### config.mk
export PLATFORM = sky130hd
export DESIGN_NAME = edge_irq_filter
export DESIGN_NICKNAME = d
export VERILOG_FILES = /design/src/rtl/eirq_pkg.sv /design/src/rtl/eirq_sync.sv /design/src/rtl/eirq_line_filter.sv /design/src/rtl/eirq_flag_bank.sv /design/src/rtl/edge_irq_filter.sv
export SDC_FILE = /design/constraint.sdc
export NUM_CORES = 1
export LEC_CHECK = 0
export BUFFER_PORTS_ARGS = -buffer_cell sky130_fd_sc_hd__buf_2
export CAP_MARGIN = 0
export CORE_UTILIZATION = 54
export CTS_CLUSTER_DIAMETER = 50
export DETAILED_ROUTE_END_ITERATION = 6
export PLACE_DENSITY = 0.8
export SYNTH_ARGS = -nofsm -noshare
export SYNTH_HDL_FRONTEND = slang
export SYNTH_SLANG_ARGS = --single-unit
### constraint.sdc
create_clock -name clk -period 3.5 [get_ports clk]
set_input_delay 1.05 -clock clk [delete_from_list [all_inputs] [get_ports clk]]
set_output_delay 1.05 -clock clk [all_outputs]
set_load 0.05 [all_outputs]
### src/rtl/eirq_pkg.sv
package eirq_pkg;

  localparam int unsigned LINES  = 16;
  localparam int unsigned FLEN_W = 4;
  localparam int unsigned DATA_W = 16;

  typedef enum logic [1:0] {
    REG_RISE_EN  = 2'd0,
    REG_FALL_EN  = 2'd1,
    REG_FILT_LEN = 2'd2,
    REG_FLAGS    = 2'd3
  } reg_addr_e;

  // The held-different count has reached the programmed length.
  // ">=" keeps a count left above a shortened length from running on.
  function automatic logic qualified(input logic [FLEN_W-1:0] cnt,
                                     input logic [FLEN_W-1:0] flen);
    return cnt >= flen;
  endfunction

  // Flag update: a set in the same cycle wins over a clear.
  function automatic logic [LINES-1:0] next_flags(input logic [LINES-1:0] cur,
                                                  input logic [LINES-1:0] set_v,
                                                  input logic [LINES-1:0] clr_v);
    return (cur & ~clr_v) | set_v;
  endfunction

endpackage

### src/rtl/eirq_sync.sv
module eirq_sync #(
  parameter int unsigned W      = 16,
  parameter int unsigned STAGES = 2
) (
  input  logic         clk,
  input  logic         rst_n,
  input  logic [W-1:0] d_i,
  output logic [W-1:0] q_o
);

  logic [W-1:0] chain_q [STAGES];

  generate
    for (genvar s = 0; s < STAGES; s++) begin : g_stage
      always_ff @(posedge clk) begin
        if (!rst_n) begin
          chain_q[s] <= '0;
        end else if (s == 0) begin
          chain_q[s] <= d_i;
        end else begin
          chain_q[s] <= chain_q[(s == 0) ? 0 : s-1];
        end
      end
    end
  endgenerate

  assign q_o = chain_q[STAGES-1];

endmodule

### src/rtl/eirq_line_filter.sv
module eirq_line_filter
  import eirq_pkg::*;
(
  input  logic              clk,
  input  logic              rst_n,
  input  logic              sync_i,
  input  logic [FLEN_W-1:0] flen_i,
  output logic              filt_o,
  output logic              rise_o,
  output logic              fall_o
);

  logic [FLEN_W-1:0] cnt_q;
  logic              filt_q;
  logic              differ;
  logic              accept;

  assign differ = sync_i ^ filt_q;
  assign accept = differ && qualified(cnt_q, flen_i);

  always_ff @(posedge clk) begin
    if (!rst_n) begin
      cnt_q  <= '0;
      filt_q <= 1'b0;
    end else if (!differ) begin
      cnt_q  <= '0;
    end else if (accept) begin
      filt_q <= sync_i;
      cnt_q  <= '0;
    end else begin
      cnt_q  <= cnt_q + 1'b1;
    end
  end

  assign filt_o = filt_q;
  assign rise_o = accept & sync_i;
  assign fall_o = accept & ~sync_i;

  // Filtered level only moves to a value the synchroniser was presenting.
  AST_FILT_FROM_SYNC: assert property (@(posedge clk) disable iff (!rst_n)
    (filt_q != $past(filt_q)) |-> ($past(sync_i) == filt_q));
  // Agreement with the filtered level wipes the count.
  AST_COUNT_RESTART: assert property (@(posedge clk) disable iff (!rst_n)
    (sync_i == filt_q) |=> (cnt_q == '0));
  // An accepted change always flips the filtered level on the next edge.
  AST_ACCEPT_FLIPS: assert property (@(posedge clk) disable iff (!rst_n)
    (rise_o || fall_o) |=> (filt_q != $past(filt_q)));

endmodule

### src/rtl/eirq_flag_bank.sv
module eirq_flag_bank
  import eirq_pkg::*;
#(
  parameter int unsigned N = LINES
) (
  input  logic         clk,
  input  logic         rst_n,
  input  logic [N-1:0] set_i,
  input  logic [N-1:0] clr_i,
  output logic [N-1:0] flags_o,
  output logic         irq_o
);

  logic [N-1:0] flags_q;

  always_ff @(posedge clk) begin
    if (!rst_n) flags_q <= '0;
    else        flags_q <= next_flags(flags_q, set_i, clr_i);
  end

  assign flags_o = flags_q;
  assign irq_o   = |flags_q;

  // A flag only rises where an enabled accepted edge was presented.
  AST_FLAG_NEEDS_EDGE: assert property (@(posedge clk) disable iff (!rst_n)
    ((flags_q & ~$past(flags_q) & ~$past(set_i)) == '0));
  // A flag only falls where a one was written to it.
  AST_CLEAR_ONLY_WRITTEN: assert property (@(posedge clk) disable iff (!rst_n)
    (($past(flags_q) & ~flags_q & ~$past(clr_i)) == '0));
  // A set beats a concurrent clear.
  AST_SET_WINS: assert property (@(posedge clk) disable iff (!rst_n)
    (set_i != '0) |=> ((flags_q & $past(set_i)) == $past(set_i)));

endmodule

### src/rtl/edge_irq_filter.sv
module edge_irq_filter
  import eirq_pkg::*;
(
  input  logic              clk,
  input  logic              rst_n,
  input  logic [LINES-1:0]  req_in,
  input  logic              wr_en,
  input  logic [1:0]        addr,
  input  logic [DATA_W-1:0] wdata,
  output logic [DATA_W-1:0] rdata,
  output logic              irq
);

  logic [LINES-1:0]  rise_en_q;
  logic [LINES-1:0]  fall_en_q;
  logic [FLEN_W-1:0] flen_q;
  logic [LINES-1:0]  req_sync;
  logic [LINES-1:0]  filt_lvl;
  logic [LINES-1:0]  rise_evt;
  logic [LINES-1:0]  fall_evt;
  logic [LINES-1:0]  set_vec;
  logic [LINES-1:0]  clr_vec;
  logic [LINES-1:0]  flags;
  reg_addr_e         sel;

  assign sel = reg_addr_e'(addr);

  always_ff @(posedge clk) begin
    if (!rst_n) begin
      rise_en_q <= '0;
      fall_en_q <= '0;
      flen_q    <= '0;
    end else if (wr_en) begin
      case (sel)
        REG_RISE_EN:  rise_en_q <= wdata[LINES-1:0];
        REG_FALL_EN:  fall_en_q <= wdata[LINES-1:0];
        REG_FILT_LEN: flen_q    <= wdata[FLEN_W-1:0];
        default: ;
      endcase
    end
  end

  assign clr_vec = (wr_en && sel == REG_FLAGS) ? wdata[LINES-1:0] : '0;

  eirq_sync #(.W(LINES), .STAGES(2)) i_sync (
    .clk   (clk),
    .rst_n (rst_n),
    .d_i   (req_in),
    .q_o   (req_sync)
  );

  generate
    for (genvar n = 0; n < LINES; n++) begin : g_line
      eirq_line_filter i_filt (
        .clk    (clk),
        .rst_n  (rst_n),
        .sync_i (req_sync[n]),
        .flen_i (flen_q),
        .filt_o (filt_lvl[n]),
        .rise_o (rise_evt[n]),
        .fall_o (fall_evt[n])
      );
    end
  endgenerate

  assign set_vec = (rise_evt & rise_en_q) | (fall_evt & fall_en_q);

  eirq_flag_bank #(.N(LINES)) i_flags (
    .clk     (clk),
    .rst_n   (rst_n),
    .set_i   (set_vec),
    .clr_i   (clr_vec),
    .flags_o (flags),
    .irq_o   (irq)
  );

  always_comb begin
    rdata = '0;
    case (sel)
      REG_RISE_EN:  rdata[LINES-1:0]  = rise_en_q;
      REG_FALL_EN:  rdata[LINES-1:0]  = fall_en_q;
      REG_FILT_LEN: rdata[FLEN_W-1:0] = flen_q;
      REG_FLAGS:    rdata[LINES-1:0]  = flags;
      default: ;
    endcase
  end

  // Filtered levels leave reset at zero and only flip on an accepted event.
  AST_LEVEL_NEEDS_EVENT: assert property (@(posedge clk) disable iff (!rst_n)
    ((filt_lvl ^ $past(filt_lvl)) & ~$past(rise_evt | fall_evt)) == '0);
  // The interrupt follows the flag register seen through the port.
  AST_IRQ_TRACKS: assert property (@(posedge clk) disable iff (!rst_n)
    (sel == REG_FLAGS) |-> (irq == (rdata != '0)));

endmodule

==> results.cfg, run 1 <==
[run]
cap_violations = 0

[detailed_routing]
wire_per_inst_um = 15.64
drc = 0
routed_wl_mm = 17.27
via_per_inst = 5.537
ant_nets = 0
drtIter0Drc = 368
drt-pass1-iter-count = 6
vias = 6113

[global_routing]
grt_max_degree = 50
grt_pass1_vias = 5903
grt_pass1_wl_mm = 28.61
grt_use_met3_pct = 3.754
met1_usage_pct = 27.93
antenna_found_initial = 1
grt-ovfl-total = 0
use_met2_pct = 39.49
grt_usage_pct = 22.89
top_usage_layer = met2

[worst_setup_path]
ff2ff_setup_slack_ns = 1.31
path_cells = buf_2 -> and2_1 -> buf_4 -> nand2_1 -> o21ai_0 -> buf_2
crit_required_ns = 2.45
worst_setup_path_start_kind = input port
crit_family = buffers and inverters
critPathSlowestCell = buf_2
arrival_ns = 2.13
crit_top_cell = buf_2
end_kind = output pin
worstSetupPathType = input port to output pin
path_buf_inv = 3
path_max_fanout = 7
max_stage_delay_ns = 0.30

[yosys]
netlist_instances = 847
yosys_warnings = 0
syn_avg_cell_area_um2 = 9.905
ys_types = 34
synthTopCellsByArea = dfxtp_1 (39%), ha_1 (12%), a2111oi_4 (5.2%)
synth_nets = 964
yosys.area.top_type_share_pct = 39.13
ys_ff_latch = 164
synth_ff_type = dfxtp_1
yosys.area.top_type = dfxtp_1
syn_area_um2 = 8389
synth_seq_area_share_pct = 39.13
ys_async_sr_fraction_pct = 0
synth_edf_count = 0

[clock_network]
tritoncts = done
cts_hold_buf = 0
postCtsSetupRepairBufs = 0
path_clk_slew_ns = 0.06
numCtsBuffers = 17
clkSinkCount = 164
root_buffer = clkbuf_16
insertion_delay_ns = 0.43
cts_resized = 0
clockBufferDepth = 2
h-tree-depth = 4

[status]
outcome = completed

[die]
io_pins = 54
core_um2 = 15200
die_area_um2 = 16040
row_count = 45
start_util_pct = 55.19
chipHeight_um = 126.6
die_w_um = 126.6

[finish]
area_delta_synth_final_pct = 12.14
layout_commonest_cell = dfxtp_1
final_cells = 1104
layout_common_cells = dfxtp_1 (164), nand2_1 (108), nor2_1 (96), ha_1 (80), buf_2 (52)
drive_above_1_share_pct = 16.07
nets = 1020

[sta]
slew_headroom_pct = 37.69
final_max_slew_viol_count = 0
worst_pin_slew_ns = 0.9336
clock.fmax_mhz = 314.9
min_period_over_period_pct = 90.74
final_hold_viol_count = 0
rsz0062_at_grt = false
tns_ns = 0
skew_ns = 0.004372
setup-violations-final = 0
min_period_ns = 3.176

[power_and_ir_drop]
power_per_cell_area_nw_per_um2 = 426.5
ir_worst_vdd_uv = 312.9
p_leak_nw = 3.816

[placed_design]
globalplace.congestion = 0.7940
placedCellCount = 1072
dpl.hpwl_mm = 12.12
io_buffer_count = 53

[worst_hold_path]
hold_class = flip-flop to flip-flop
-- cell families after synthesis --
family	count (synthesis)	synth area share, %
AOI/OAI and AO/OA	140	17.42
xor gates and xnor gates	32	3.341
adders and majority gates	80	11.93
buffers and inverters	63	3.371
DFF	164	39.13
muxes	36	4.892
and+or+nand+nor	332	19.91
-- worst reg2reg max path, delay by kind of cell (launching register included) --
kind            cells  cell delay, ns
compound gates      2            0.58
fa+ha+maj           1            0.41
buf+inv             1            0.63
flops               1            0.32
simple gates        1            0.15
-- cell usage after synthesis, drive strengths merged (20+ instances only) --
cell type and instances:
inv 35, dfxtp 164, nand2 108, nor2b 36, a21boi 48, ha 80
buf 20, nor2 96, and2 33, mux2i 32, o21a 32
-- layer usage --
metal / vias up / wire (um)
met3: 35 / 754
met1: 2926 / 7646
met4: 0 / 516
met2: 124 / 8353
met5: - / 0
li1: 3028 / -
-- power by group --
part | internal (mW) | switching [mW]
clock network | 1.05 | 0.704
logic | 0.134 | 0.185
registers | 1.91 | 0.0285
-- final cells by class --
type | count | area, um2
Inverter | 35 | 131.4
Timing Repair Buffer | 65 | 370.4
Sequential cell | 164 | 3283
Antenna cell | 1 | 2.502
Tap cell | 188 | 235.2
Clock buffer | 28 | 546.8
Multi-Input combinational cell | 620 | 4823
Clock inverter | 3 | 15.01
Fill cell | 1258 | 5794
-- flip-flops by register name (all words and copies together), names as in the netlist --
signal	flops
i_sync.chain_q	32
rise_en_q	16
g_line.i_filt.cnt_q	64
i_flags.flags_o	16
flen_q	4
g_line.i_filt.filt_o	16
fall_en_q	16
-- final timing paths --
kind | start | to | cells past startpoint
max | addr[1] | rdata[7] | 6
min | i_sync.chain_q[0][1]$_SDFF_PN0_ | i_sync.chain_q[1][1]$_SDFF_PN0_ | 1
max reg2reg | flen_q[1]$_SDFFE_PN0P_ | i_flags.flags_o[4]$_SDFF_PN0_ | 5
min reg2reg | i_sync.chain_q[0][1]$_SDFF_PN0_ | i_sync.chain_q[1][1]$_SDFF_PN0_ | 1
-- metrics by stage --
step           power [mW]  instance area (um2)  setup WS (ns)  hold slack, ns  util (%)
2_1_floorplan       2.204                 8389        0.01921          0.4119         -
3_3_place_gp        2.288                 8843         0.3440          0.4135     58.17
3_5_place_dp        2.296                 8843         0.3334          0.4169     58.17
4_1_cts             4.046                 9405         0.3275          0.4312     61.87
5_1_grt             4.153                 9408         0.2366          0.4499     61.88
6_report            4.012                 9408         0.3241          0.4305     61.88
Note: power is estimated with default switching activity, not from simulation.
==> run 2, diff against run 1 <==
--- a/config.mk
+++ b/config.mk
@@ -10,6 +10,7 @@
 export CORE_UTILIZATION = 54
 export CTS_CLUSTER_DIAMETER = 50
 export DETAILED_ROUTE_END_ITERATION = 6
+export MAX_ROUTING_LAYER = met4
 export PLACE_DENSITY = 0.8
 export SYNTH_ARGS = -nofsm -noshare
 export SYNTH_HDL_FRONTEND = slang
==> constraint.sdc (replaced) <==
create_clock -name clk -period 3.1 [get_ports clk]
set_input_delay 0.93 -clock clk [delete_from_list [all_inputs] [get_ports clk]]
set_output_delay 0.93 -clock clk [all_outputs]
set_load 0.05 [all_outputs]
==> run 2 against run 1 <==
Net effect: hold slack improved by 0.00059 ns; largest cell class unchanged; final cell count about the same; clock skew up 0.0061 ns; utilization up 0.83 points; clock-buffer cell count shrank 7; clock power is 35% higher; critical path type unchanged; power up 23%; highest routed layer unchanged.
==> results.cfg, run 2 (synthesized netlist as in run 1, its figures left out) <==
[status]
outcome = completed

[detailed_routing]
wire_per_inst_um = 15.75
ant_nets = 0
vias = 5991
drtIter0Drc = 371
routed_wl_mm = 17.41
drc = 0
via_per_inst = 5.422
drt-pass1-iter-count = 5

[clock_network]
clkSinkCount = 164
clockBufferDepth = 2
root_buffer = clkbuf_16
insertion_delay_ns = 0.44
cts_hold_buf = 0
tritoncts = done
path_clk_slew_ns = 0.06
numCtsBuffers = 17
h-tree-depth = 4
postCtsSetupRepairBufs = 0
cts_resized = 0

[worst_setup_path]
crit_family = buffers and inverters
arrival_ns = 2.04
critPathSlowestCell = buf_2
path_cells = buf_2 -> and2_1 -> buf_4 -> nand2_1 -> o21ai_1 -> buf_2
path_max_fanout = 9
worst_setup_path_start_kind = input port
crit_top_cell = buf_2
ff2ff_setup_slack_ns = 0.99
end_kind = output pin
max_stage_delay_ns = 0.30
path_buf_inv = 3
worstSetupPathType = input port to output pin
crit_required_ns = 2.17

[sta]
slew_headroom_pct = 43.76
clock.fmax_mhz = 336.8
final_hold_viol_count = 0
final_max_slew_viol_count = 0
tns_ns = 0
worst_pin_slew_ns = 0.8427
skew_ns = 0.01046
rsz0062_at_grt = false
min_period_ns = 2.969
setup-violations-final = 0
min_period_over_period_pct = 95.77

[global_routing]
antenna_found_initial = 0
grt_usage_pct = 24.14
grt-ovfl-total = 0
grt_max_degree = 50
grt_pass1_wl_mm = 29.21
grt_pass1_vias = 6035

[power_and_ir_drop]
ir_worst_vdd_uv = 417.8
power.net_switching_mw = 1.083
seq_power_share_pct = 44.3
swShare_pct = 21.94
totalPowerFinal_mw = 4.935
p_leak_nw = 3.870
power_per_cell_area_nw_per_um2 = 517.6
internal-power_mw = 3.852
combPwrFrac_pct = 7.4
p_clk_share_pct = 48.3

[die]
die_area_um2 = 16040
start_util_pct = 55.19
die_w_um = 126.6
chipHeight_um = 126.6
row_count = 45
core_um2 = 15200
io_pins = 54

[finish]
drive_above_1_share_pct = 16.36
final_core_util_pct = 62.72
largestRegisters = g_line.i_filt.cnt_q: 64 flops, i_sync.chain_q: 32 flops
top_register = g_line.i_filt.cnt_q
diodes = 0
layout_commonest_cell = dfxtp_1
largest_reg_flops = 64
nets = 1022
area_delta_synth_final_pct = 13.65
layout_common_cells = dfxtp_1 (164), nand2_1 (108), nor2_1 (96), ha_1 (80), buf_2 (52)

[worst_hold_path]
hold_class = flip-flop to flip-flop

[run]
cap_violations = 0

[placed_design]
io_buffer_count = 53
dpl.hpwl_mm = 12.03
globalplace.congestion = 0.8053
-- run 2: changes by cell type in the layout (fill, tap and decap cells not counted), sizes merged --
cell | before | now
clkinvlp | 0 | 1
diode | 1 | 0
bufinv | 0 | 6
buf | 65 | 67
clkbuf | 28 | 21
-- run 2: routing by layer --
layer / track usage (%) / wire, um
met4: 11.20 / 429
met5: - / 0
met2: 39.39 / 8121
met1: 28.74 / 8063
met3: 4.766 / 791
-- run 2: power groups by stage --
stage                     Clock [mW]  Sequential, mW  Combinational (mW)
final                           2.38            2.19               0.366
after global routing            2.50            2.19               0.402
after CTS                       2.41            2.19               0.367
after detailed placement           0            2.23               0.362
after global placement             0            2.23               0.354
after floorplan                    0            2.22               0.266
-- run 2: area by class of cell --
| class | instances | area (um2) |
|---|---|---|
| Clock buffer | 21 | 460.4 |
| Timing Repair Buffer | 67 | 397.9 |
| Multi-Input combinational cell | 620 | 4823 |
| Inverter | 35 | 131.4 |
| Tap cell | 188 | 235.2 |
| Fill cell | 1257 | 5668 |
| Sequential cell | 164 | 3283 |
| Clock inverter | 10 | 202.7 |
-- run 2: worst paths after layout --
path                                                  startpoint                                    to  cells after the start
worst max-delay path                                     addr[0]                             rdata[15]                      6
worst min-delay path            i_sync.chain_q[0][14]$_SDFF_PN0_      i_sync.chain_q[1][14]$_SDFF_PN0_                      1
worst max register to register            flen_q[1]$_SDFFE_PN0P_  g_line[7].i_filt.cnt_q[0]$_SDFF_PP0_                      6
worst min register to register  i_sync.chain_q[0][14]$_SDFF_PN0_      i_sync.chain_q[1][14]$_SDFF_PN0_                      1
-- run 2: stage by stage --
stage          std cells  instance area [um2]  hold WS [ns]  setup WS, ns
2_1_floorplan        847                 8389        0.4119       0.04410
3_3_place_gp        1074                 8871        0.4142        0.1314
3_5_place_dp        1074                 8871        0.4183        0.1298
4_1_cts             1105                 9534        0.4327        0.1114
5_1_grt             1105                 9534        0.4508       0.02374
6_report            1105                 9534        0.4311        0.1312
